File: src/rtl/secded_codec.sv
module secded_codec #(
  parameter int K = 4,
  parameter int R = 4
) (
  input  logic             clk,
  input  logic             rst_n,
  input  logic [K-1:0]     enc_data,
  output logic [K+R-1:0]   enc_word,
  input  logic             dec_valid_in,
  input  logic [K+R-1:0]   dec_word,
  output logic             dec_valid_out,
  output logic [K-1:0]     dec_data,
  output logic             dec_corrected,
  output logic             dec_uncorrectable
);
  localparam int N = K + R;

  function automatic logic [R-1:0] col_of(input int idx);
    int cnt;
    cnt = 0;
    for (int w = 3; w <= R; w += 2)
      for (int v = 0; v < (1 << R); v++)
        if ($countones(v) == w) begin
          if (cnt == idx) return R'(v);
          cnt++;
        end
    return '0;
  endfunction

  logic [R-1:0] enc_term [K];
  logic [R-1:0] rx_term  [K];
  logic [K-1:0] flip;
  logic [R-1:0] enc_chk, rx_chk, syn;
  logic         single, unc;

  for (genvar gi = 0; gi < K; gi++) begin : g_col
    localparam logic [R-1:0] COL = col_of(gi);
    assign enc_term[gi] = {R{enc_data[gi]}} & COL;
    assign rx_term[gi]  = {R{dec_word[gi]}} & COL;
    assign flip[gi]     = (syn == COL);
  end

  always_comb begin
    enc_chk = '0;
    rx_chk  = '0;
    for (int i = 0; i < K; i++) begin
      enc_chk ^= enc_term[i];
      rx_chk  ^= rx_term[i];
    end
  end

  assign enc_word = {enc_chk, enc_data};
  assign syn      = dec_word[N-1:K] ^ rx_chk;
  assign single   = (^syn) && ((|flip) || $onehot(syn));
  assign unc      = (syn != '0) && !single;

  always_ff @(posedge clk or negedge rst_n) begin
    if (!rst_n) begin
      dec_valid_out     <= 1'b0;
      dec_data          <= '0;
      dec_corrected     <= 1'b0;
      dec_uncorrectable <= 1'b0;
    end else begin
      dec_valid_out <= dec_valid_in;
      if (dec_valid_in) begin
        dec_data          <= dec_word[K-1:0] ^ flip;
        dec_corrected     <= single;
        dec_uncorrectable <= unc;
      end
    end
  end
endmodule


File: config.mk
export PLATFORM = sky130hd
export DESIGN_NAME = secded_codec
export DESIGN_NICKNAME = d
export VERILOG_FILES = /design/src/rtl/secded_codec.sv
export SDC_FILE = /design/constraint.sdc
export NUM_CORES = 1
export LEC_CHECK = 0
export ABC_AREA = 1
export ABC_CLOCK_PERIOD_IN_PS = 800
export CAP_MARGIN = 20
export CORE_MARGIN = 5
export CORE_UTILIZATION = 40
export DETAILED_ROUTE_END_ITERATION = 8
export DONT_BUFFER_PORTS = 1
export PLACE_DENSITY = 0.62
export SETUP_SLACK_MARGIN = 0.05
export SYNTH_ARGS = -nofsm -noshare
export SYNTH_HDL_FRONTEND = slang
export SYNTH_SLANG_ARGS = --single-unit
File: constraint.sdc
create_clock -name clk -period 0.8 [get_ports clk]
set_input_delay 0.16 -clock clk [delete_from_list [all_inputs] [get_ports clk]]
set_output_delay 0.16 -clock clk [all_outputs]
set_load 0.005 [all_outputs]
==> results of run 1 <==
## timing repair
| action | CTS | global route |
|---|---|---|
| pin swaps | 8 | 10 |
| gates cloned | 0 | 0 |
| gates resized for setup | 13 | 15 |
| hold buffers | 2 | 0 |
| endpoints found under the setup margin | 16 | 13 |
| buffers inserted | 3 | 2 |
| endpoints found under the hold margin | 8 | 0 |
## flip-flops by register name (all words and copies together), names as in the netlist
| name | flops |
|---|---|
| dec_uncorrectable | 1 |
| dec_corrected | 1 |
| dec_data | 4 |
| dec_valid_out | 1 |
## cell usage in the layout, fill, tap and decap left out
cell type / instances
clkbuf_1: 1
clkbuf_4: 3
ha_1: 3
dfrtp_1: 7
nand2_4: 1
inv_1: 5
nand2_2: 2
buf_4: 8
a21oi_1: 1
xnor2_1: 4
nand3_1: 1
nand3_2: 2
buf_6: 2
xnor2_2: 4
inv_2: 2
xor2_2: 5
ha_2: 2
nand2_1: 11
dlygate4sd3_1: 2
xnor2_4: 3
xor2_1: 6
ha_4: 5
fa_1: 1
o21ai_0: 3
o21ai_1: 3
## logic make-up after synthesis
family | after synthesis | share of synthesized area
xor+xnor | 22 | 0.285
simple gates | 17 | 0.100
compound gates | 7 | 0.0518
fa+ha+maj | 11 | 0.215
buf+inv | 12 | 0.0889
flops | 7 | 0.259
## per-layer routing
| metal | up-vias | wire length (um) | track usage |
|---|---|---|---|
| met2 | 25 | 695 | 0.195 |
| met4 | 0 | 22 | 0.0807 |
| li1 | 247 | - | - |
| met5 | - | 0 | 0 |
| met3 | 2 | 108 | 0.0233 |
| met1 | 223 | 496 | 0.104 |
## critical path: cells and delay by family
kind,cells,cell delay [ns]
xor+xnor,2,0.34
fa+ha+maj,3,0.91
buf+inv,2,0.12
simple gates,4,0.29
## area by class of cell
type / instances / area share
well taps: 16 / 0.0199
multi-input cells: 57 / 0.651
clock buffers: 4 / 0.0262
flip-flops and latches: 7 / 0.174
inverters: 7 / 0.0262
repair buffers: 12 / 0.102
## power by group
part | leakage [nW] | switching [mW] | internal (mW) | total, mW
Sequential | 0.0850 | 0.0589 | 0.430 | 0.489
Combinational | 0.348 | 0.528 | 0.603 | 1.13
Clock | 0.0150 | 0.114 | 0.189 | 0.303
Total | 0.448 | 0.701 | 1.22 | 1.92
## worst max path at each step
| stage | start | end | slack (ns) |
|---|---|---|---|
| after detailed placement | dec_word[7] | dec_uncorrectable$_DFFE_PN0P_ | -1.17 |
| after floorplan | dec_word[7] | dec_corrected$_DFFE_PN0P_ | -1.12 |
| after global placement | dec_word[7] | dec_uncorrectable$_DFFE_PN0P_ | -1.12 |
| after CTS | dec_word[7] | dec_uncorrectable$_DFFE_PN0P_ | -0.88 |
| after global routing | dec_word[1] | dec_corrected$_DFFE_PN0P_ | -0.99 |
| final | dec_word[1] | dec_corrected$_DFFE_PN0P_ | -0.89 |
## per-stage QoR
stage / instance area (um^2) / TNS [ns]
final: 1000 / -3.12
after CTS: 928 / -3.29
after global placement: 796 / -4.56
after detailed placement: 796 / -4.74
after global routing: 1000 / -3.75
after floorplan: 749 / -4.09
==> results.md, run 1 <==
- At the placement stage, the worst setup path has a slack of -1.17 ns.
- The initial antenna violation count came to 0.
- The share of synthesized registers carrying an async set or reset is 1.00.
- After clock tree synthesis, the clock-pin slew on the worst setup and hold paths is 0.05 ns.
- Counting along the longest clock path gives a buffer depth of 2.
- The via total after detailed routing is 497.
- The maximum fanout encountered on the critical timing path is 3.
- The depth of the worst hold-timing path is 2.
- The minimum clock period is 1.69 ns.
- The average wire per cell in the routed design is 12.8 um.
- The final count of hold timing violations is 0.
- The fraction of post-synthesis cell area in the top cell type by area is 0.259.
- The core region is 0.00156 mm^2.
- The endpoint of the worst hold-timing path is dec_corrected$_DFFE_PN0P_.
- The cell row count is 14.
- The count of inserted antenna diode cells is 0.
- The headroom to the max-slew limit is 0.808.
- The path class of the lowest-slack min-delay path is input port to flop.
- The worst setup path is launched from an input port.
- At the pin with the least slew margin, the transition time is 0.287 ns.
- TritonCTS built the clock tree.
- The cell count after synthesis is 76.
- The cell count after placement is 95.
- On the worst path, the slowest cell contributes a delay of 0.44 ns.
- The first global-routing pass estimated 2060 um of wire.
- The tree built by TritonCTS fans out to 7 sinks.
- By count the netlist is led by nand2_1 (14), xnor2_1 (11), xor2_1 (11).
- The type of the worst setup path is input port to flop.
- The global-route total usage across every layer is 0.107.
- The run finished, with violations left.
- The highest attainable clock frequency is 593 MHz.
- Setup repair after global routing could not meet its margin everywhere.
- The endpoint of the worst register-to-register path is dec_data[2]$_DFFE_PN0P_.
- By area the synthesized netlist is led by dfrtp_1 (26%), ha_1 (19%), xnor2_1 (14%), xor2_1 (14%), nand2_1 (7.8%).
- The die width is 51.1 um.
- The congestion estimate from routability-driven global placement came to 0.754.
- The flip-flop and latch count after synthesis is 7.
- Of the cells placed in the final design, the portion with a size suffix greater than 1 is 0.448.
- The register area is 175 um^2.
- Measured in cells, the most critical reg-to-reg path has a length of 2.
- The final critical-path share of the clock period is 2.11.
- On the critical path, the stage with the largest delay is an instance of fa_1.
- The initial utilization of the core area, before any placement, comes to 0.433.
- The cell area after synthesis is 676 um^2.
- Summed over all layers, the routed wires come to 1320 um.
- For this design the ratio of total power to cell area is 1910 mW/mm^2.
- The count of nets left with antenna violations once routing finished came out at 0.
- The slack of the worst reg-to-reg path is 0.14 ns.
- Data on the critical path arrives at its endpoint at 1.82 ns.
- The via count of the first global-routing pass is 517.
- The hold path startpoint is dec_valid_in.
- During placement, the flow inserted port buffers numbering 0.
- Hold is met by 0.0547 ns.
- The number of warnings issued by yosys is 0.
- After detailed routing, the number of remaining DRC violations is 0.
- The final reports fail on setup timing.
- In the final design database the tool counted 114 nets.
- The design draws 1.92 mW.
- Across the routed clock network, the largest skew measured is 0 ns.
- The unique cell type count in the Yosys netlist is 12.
- CTS built an H-tree with a depth of 1.
- The number of I/O pins is 30.
- For this design the static power due to leakage is 0.448 nW.
- The most used cell along the critical path is nand3_2.
- The post-detailed-placement half-perimeter wirelength is 1050 um.
- The total clock buffers created by CTS is 3.
- Setup violations remaining at the end of the flow were counted as 6.
- The max-slew violation total from the final report is 0.
- The share of synthesized area occupied by flip-flops and latches is 0.259.
- nand2_1 is the most common cell in the netlist.
- Traced cell by cell, the critical path runs through xnor2_4, xor2_1, inv_1, fa_1, ha_2, ha_4, inv_2, nand3_2, nand3_2, nand3_1, nand2_1.
- For this run, the number of standard cells in the final layout without fillers is 103.
- STA classifies the critical path endpoint as a flop.
- The final core area utilization is 0.644.
- The initial detailed-routing violation count is 4.
- The number of max-cap violations is 0.
- The signed area change from the synthesized netlist to the final layout is 48.7%.
- The maximum number of pins on one net before global-route repair is 12.
- Among all flip-flop cells after synthesis, the most frequent one is dfrtp_1.
- Each instance of the synthesized netlist takes up on average 8.89 um^2.
- The number of nets in the synthesized netlist is 102.
- The startpoint of the lowest-slack register-to-register path is dec_data[2]$_DFFE_PN0P_.
- Measured along the y axis, the die boundary spans 51.1 um.
- The full die area is 0.00261 mm^2.
- Across the VDD grid, the largest voltage drop is 0.00121 V.
- The required time reported for the critical path endpoint is 0.93 ns.
- Summing all multi-input logic gate instances after layout gives 654 um^2.
- The filler cells instantiated in the layout total 114.
- The top cell type by total area after synthesis is dfrtp_1.
- The source-to-sink clock delay at the later pin of the worst-skew pair is 0.24 ns.
- Clock tree synthesis selected as its root buffer the cell clkbuf_4.
- Before antenna repair, the detailed router went through 3 iterations.
- The final worst slack is -0.887 ns.
- The number of synthesized flops with an enable pin is 0.
- The detailed-route vias per instance is 4.83.
- After global routing the overflow that remains totals 0.
Note: power is estimated with default switching activity, not from simulation.
==> inputs of run 2 (changes only) <==
--- a/config.mk
+++ b/config.mk
@@ -12,8 +12,10 @@
 export CORE_UTILIZATION = 40
 export DETAILED_ROUTE_END_ITERATION = 8
 export DONT_BUFFER_PORTS = 1
-export PLACE_DENSITY = 0.62
+export PLACE_DENSITY = 0.64
+export REMOVE_ABC_BUFFERS = 1
 export SETUP_SLACK_MARGIN = 0.05
+export SLEW_MARGIN = 25
 export SYNTH_ARGS = -nofsm -noshare
 export SYNTH_HDL_FRONTEND = slang
 export SYNTH_SLANG_ARGS = --single-unit
==> results.md, run 2 (synthesis results as in run 1) <==
- The checks that failed: setup timing.
- The required time reported for the critical path endpoint is 0.94 ns.
- The number of I/O pins is 30.
- The depth of the worst hold-timing path is 2.
- The full die area is 0.00261 mm^2.
- The type of origin of the critical path is an input port.
- In the finished design, the share of the clock period the worst path needs comes to 2.11.
- The cell at the root of the clock tree is clkbuf_4.
- For the worst-skew pair, the clock arrives at the later sink with an insertion delay of 0.25 ns.
- The final count of hold timing violations is 0.
- Row generation in the floorplan step produced 14 rows.
- At the pin with the least slew margin, the transition time is 0.298 ns.
- The minimum clock period is 1.69 ns.
- In the post-route analysis, the smallest setup slack over all paths is -0.889 ns.
- The cell count after placement is 96.
- The max-slew violation total from the final report came to 0.
- The initial antenna violation count is 0.
- The register ranked first by flip-flop count is dec_data.
- By instance count, the cell type seen most on the critical path is nand2_1.
- In the global route stage, overall resource usage came out at 0.133.
- The run finished, with violations left.
- The maximum buffer depth of the clock tree is 2.
- The HPWL after detailed placement is 1090 um.
- The clock skew is 0 ns.
- The H-tree depth is 1.
- Across the run, the number of max-cap violations was 0.
- The path class of the lowest-slack min-delay path is input port to flop.
- Timing would allow up to 592 MHz.
- The standby leakage power is 0.441 nW.
- In the layout the commonest cells are nand2_1 (14), buf_4 (8), xor2_1 (7), dfrtp_1 (7).
- Setup violations remaining at the end of the flow were counted as 9.
- The critical path starts at dec_word[2].
- The number of buffers inserted by port buffering is 0.
- The total power density per cell area is 1970 mW/mm^2.
- Using the TritonRoute via totals, the vias-per-cell ratio works out to 4.90.
- The CTS tree is yes.
- The first global-routing pass estimated 2560 um of wire.
- After clock tree synthesis, the clock-pin slew on the worst setup and hold paths is 0.05 ns.
- Measured along the x axis, the die boundary spans 51.1 um.
- The post-layout instance count excluding filler cells is 104.
- Setup repair after global routing could not meet its margin everywhere.
- Counting cells, the worst reg-to-reg path comes to 2.
- The worst voltage drop across the vdd grid is 0.000773 V.
- The via count of the first global-routing pass is 580.
- Leaving out fill and tap cells, the most frequent cell in the layout is nand2_1.
- The clock drives 7 sinks.
- At the end of routability-driven placement, the weighted congestion stood at 0.715.
- The routed layout has 510 vias.
- The worst setup path is captured at a flop.
- The die height is 51.1 um.
- The maximum number of pins on one net before global-route repair is 12.
- At the end of the flow, the number of nets in the layout was 115.
- In this run the critical register-to-register path is launched from dec_data[1]$_DFFE_PN0P_.
- The total global routing overflow is 0.
- The type of the worst setup path is input port to flop.
- The register with the most flip-flops in the layout has 4 of them.
- The area of the core is 0.00156 mm^2.
- The slack of the worst reg-to-reg path is 0.13 ns.
- In the final timing run, aggregate negative setup slack is -3.21 ns.
- The total clock buffers created by CTS is 3.
- In the final layout, the share of cells above drive strength 1 is 0.364.
- The number of nets with antenna violations after routing is 0.
- Measured against its own limit, the worst slew margin works out to 0.801.
- For this design, the slowest cell found on the critical path is fa_1.
- For this block, the initial DRC count from the detailed router was 3.
- The highest cell delay on the worst timing path is 0.50 ns.
- For this configuration, the core starts out at a cell density of 0.433.
- The critical path goes through xor2_2, xor2_1, inv_1, fa_1, ha_2, ha_4, inv_2, nand3_2, nand3_2, nand2_1, nand2_1, nand2_1.
- The repair_antennas step left the layout with diodes totalling 0.
- The data arrival time of the worst path is 1.83 ns.
- Relative to the synthesized area, the layout overhead comes to 40.4%.
- The first detailed-routing pass ran for 3 iterations.
- The worst hold path terminates at dec_corrected$_DFFE_PN0P_.
- The final layout contains routed wiring with a total length of 1470 um.
- Along the worst path, the maximum fanout reaches 4.
- The number of design rule violations left after detail routing is 0.
- The average wire per cell in the routed design is 14.1 um.
- The hold path startpoint is dec_valid_in.
- The endpoint of the worst register-to-register path is dec_data[1]$_DFFE_PN0P_.
run 2: timing repair:
item,CTS,global route
endpoints found under the hold margin,8,0
pin swaps,8,8
endpoints found under the setup margin,17,13
hold buffers,2,0
setup buffers,1,1
resized for setup,22,2
run 2: worst max path at each step:
stage	endpoint	slack, ns	cells after the start
6_report	dec_uncorrectable$_DFFE_PN0P_	-0.89	12
5_1_grt	dec_uncorrectable$_DFFE_PN0P_	-1.01	12
4_1_cts	dec_uncorrectable$_DFFE_PN0P_	-0.95	12
3_5_place_dp	dec_uncorrectable$_DFFE_PN0P_	-1.33	12
3_3_place_gp	dec_uncorrectable$_DFFE_PN0P_	-1.26	12
2_1_floorplan	dec_uncorrectable$_DFFE_PN0P_	-1.19	11
run 2: per-stage QoR:
step	setup WS (ns)	util	total power, mW	hold WS (ns)	cell area, um^2
5_1_grt	-1.01	0.608	2.04	0.0502	948
2_1_floorplan	-1.19	-	1.01	-0.136	642
3_3_place_gp	-1.26	0.468	1.23	-0.135	729
4_1_cts	-0.947	0.600	1.85	0.0450	936
3_5_place_dp	-1.33	0.468	1.27	-0.135	729
6_report	-0.889	0.608	1.86	0.0534	948
run 2: where the power goes:
group          total (mW)  leakage (nW)  switching, mW  internal (mW)
clock               0.312        0.0150          0.123          0.190
combinational        1.06         0.341          0.497          0.568
sequential          0.486        0.0850         0.0569          0.430
run 2: metal layers:
metal | track usage | wire [um]
met3 | 0.0203 | 105
met1 | 0.135 | 564
met2 | 0.247 | 766
met4 | 0.0942 | 29
met5 | 0 | 0
run 2: area by class of cell:
cell class                 instances  area, um^2
timing repair buffer              13         114
clock buffer                       4        26.3
multi-input combinational         57         587
fill                             117         611
inverter                           7        26.3
tap                               16        20.0
sequential                         7         175
run 2: critical path, delay by kind of cell:
kind                     cells  cell delay (ns)
adder cells (fa/ha/maj)      3             0.89
XOR/XNOR                     2             0.35
AND/OR/NAND/NOR              5             0.29
buffers and inverters        2             0.15
==> inputs of run 3 (changes only) <==
--- a/config.mk
+++ b/config.mk
@@ -12,8 +12,7 @@
 export CORE_UTILIZATION = 40
 export DETAILED_ROUTE_END_ITERATION = 8
 export DONT_BUFFER_PORTS = 1
-export PLACE_DENSITY = 0.64
-export REMOVE_ABC_BUFFERS = 1
+export PLACE_DENSITY_LB_ADDON = 0.2
 export SETUP_SLACK_MARGIN = 0.05
 export SLEW_MARGIN = 25
 export SYNTH_ARGS = -nofsm -noshare
==> results.md, run 3 (synthesis results as in run 1) <==
- The flow ran to the end, but the final reports show violations.
- The checks that failed: setup timing.
- The critical path capture point type is a flop.
- The via count of the first global-routing pass is 544.
- The number of buffers inserted by port buffering is 0.
- Setup slack on the critical path of the routed design comes to -0.881 ns.
- The number of I/O pins is 30.
- The post-detailed-placement half-perimeter wirelength is 1050 um.
- The layout has 134 filler cells.
- Dividing the detail-routed wire length by the instance count gives 12.8 um.
- The path class of the lowest-slack min-delay path is input port to flop.
- Of the available clock period, the critical path in the final layout requires 2.10.
- The library cells used most frequently in the layout, excluding fill and tap cells, are nand2_1 (11), buf_4 (8), xor2_1 (7), dfrtp_1 (7).
- The most common cell after layout, fill and taps aside is nand2_1.
- The detailed-route vias per instance is 4.76.
- The CTS tree is yes.
- The maximum fanout encountered on the critical timing path is 2.
- The number of nets with antenna violations after routing is 0.
- In the routed design, unresolved DRC markers number 0.
- The die covers 0.00261 mm^2.
- The final net count is 113.
- Across all register-to-register paths, the minimum setup slack is 0.14 ns.
- Counting both buffers and inverters, the worst setup path holds a total of 2.
- The global-route total usage across every layer is 0.107.
- The max-slew violation total from the final report was 0.
- The first global-routing pass estimated 2100 um of wire.
- The via total after detailed routing is 486.
- The final hold slack is 0.0568 ns.
- The final core area utilization is 0.626.
- After clock tree synthesis, the clock-pin slew on the worst setup and hold paths is 0.05 ns.
- The clock net in this run drives a total of 7 sinks.
- The source-to-sink clock delay at the later pin of the worst-skew pair is 0.24 ns.
- The total power density per cell area is 1910 mW/mm^2.
- In this run the critical register-to-register path is launched from dec_data[3]$_DFFE_PN0P_.
- The initial detailed-routing violation count is 4.
- The die height is 51.1 um.
- The number of max-cap violations is 0.
- For hold timing, the worst endpoint is dec_corrected$_DFFE_PN0P_.
- The register ranked first by flip-flop count is dec_data.
- 0 antenna diodes ended up in the layout.
- On the worst path, the slowest cell contributes a delay of 0.44 ns.
- The maximum number of pins on one net before global-route repair is 12.
- The endpoint of the worst register-to-register path is dec_data[3]$_DFFE_PN0P_.
- For the pin with the worst max-slew slack, the measured transition is 0.296 ns.
- The post-layout instance count excluding filler cells is 102.
- The H-tree depth is 1.
- The total wire length is 1300 um.
- The most used cell along the critical path is nand3_2.
- Counting cells, the worst reg-to-reg path comes to 2.
- The headroom to the max-slew limit is 0.802.
- The total global routing overflow is 0.
- The number of flip-flops under the largest register name is 4.
- At the end of routability-driven placement, the weighted congestion stood at 0.746.
- STA puts the critical path data arrival time at 1.81 ns.
- The largest individual stage delay along the critical path comes from the cell fa_1.
- The standby leakage power is 0.440 nW.
- Clock tree synthesis selected as its root buffer the cell clkbuf_4.
- The clock skew is 0 ns.
- Relative to the synthesized area, the layout overhead comes to 44.4%.
- The area of the core is 0.00156 mm^2.
- Of the cells placed in the final design, the portion with a size suffix greater than 1 is 0.430.
- Setup repair after global routing could not meet its margin everywhere.
- The hold path startpoint is dec_valid_in.
- Counting instances, the worst hold path has a depth of 2.
- For the worst setup path, the data required time is 0.93 ns.
- The type of the worst setup path is input port to flop.
- The die width is 51.1 um.
- Among cell families on the critical path, the largest total delay comes from adder cells.
- Walking the worst path, the cells encountered are xor2_2, xor2_1, inv_1, fa_1, ha_2, ha_4, inv_2, nand3_2, nand3_2, nand3_1, nand2_1.
- The number of optimization iterations in the first detailed-route pass is 4.
- The highest attainable clock frequency is 595 MHz.
- Across the VDD grid, the largest voltage drop is 0.00117 V.
- The maximum buffer depth of the clock tree is 2.
- After floorplanning, the core was divided into 14 placement rows.
- The total clock buffers created by CTS is 3.
- The sum of negative setup slack is -2.92 ns.
- The worst setup path is launched from an input port.
- The worst path in the final design needs a cycle of 1.68 ns, including I/O delays and setup.
- Setup violations remaining at the end of the flow were counted as 6.
- The number of placed instances, taps included, is 95.
- The initial utilization of the core area, before any placement, comes to 0.433.
- The initial antenna violation count was 0.
- The final count of hold timing violations is 0.
## run 3: cell count changes in the layout (fill, tap and decap cells not counted), moves of 2 or more
cell | before | now
ha_1 | 6 | 3
ha_4 | 1 | 4
nand2_1 | 14 | 11
buf_6 | 3 | 1
nand2_2 | 0 | 2
o21ai_0 | 6 | 4
o21ai_1 | 0 | 2
## run 3: how the worst max path moves through the flow
stage	cells past startpoint	slack (ns)	startpoint	to
after global routing	11	-0.99	dec_word[7]	dec_corrected$_DFFE_PN0P_
after CTS	12	-0.85	dec_word[7]	dec_uncorrectable$_DFFE_PN0P_
after floorplan	11	-1.12	dec_word[7]	dec_corrected$_DFFE_PN0P_
final	11	-0.88	dec_word[7]	dec_corrected$_DFFE_PN0P_
after detailed placement	12	-1.14	dec_word[7]	dec_uncorrectable$_DFFE_PN0P_
after global placement	12	-1.13	dec_word[7]	dec_uncorrectable$_DFFE_PN0P_
## run 3: cell type report
| cell class | instances | area (um^2) | share of cell area |
|---|---|---|---|
| multi-input cells | 57 | 637 | 0.653 |
| flip-flops and latches | 7 | 175 | 0.179 |
| repair buffers | 11 | 91.3 | 0.0936 |
| clock buffers | 4 | 26.3 | 0.0269 |
| inverters | 7 | 26.3 | 0.0269 |
| well taps | 16 | 20.0 | 0.0205 |
## run 3: per-stage QoR
| step | total power, mW | area, um^2 | setup WS (ns) |
|---|---|---|---|
| 6_report | 1.86 | 976 | -0.881 |
| 5_1_grt | 2.05 | 976 | -0.987 |
| 4_1_cts | 1.85 | 948 | -0.852 |
| 3_5_place_dp | 1.41 | 796 | -1.14 |
| 3_3_place_gp | 1.39 | 796 | -1.13 |
| 2_1_floorplan | 1.18 | 749 | -1.12 |
## run 3: timing repair
action | 4_1_cts | 5_1_grt
gates resized for setup | 19 | 5
endpoints found under the setup margin | 17 | 13
setup buffers | 3 | 1
endpoints found under the hold margin | 8 | 0
hold buffers | 2 | 0
pin swaps | 9 | 4
## run 3: power by group
group	switching, mW	internal (mW)
clock network	0.109	0.189
registers	0.0589	0.430
logic	0.508	0.568
## run 3: worst reg2reg max path: stages (launching register included)
cell and delay, ns:
dfrtp_1 0.39, nand2_1 0.07, o21ai_0 0.07
## run 3: layer usage
layer / global-route usage / wire, um / up-vias
li1: - / - / 247
met1: 0.103 / 485 / 219
met2: 0.208 / 706 / 20
met3: 0.0262 / 108 / 0
met4: 0.0538 / 0 / 0
met5: 0 / 0 / -
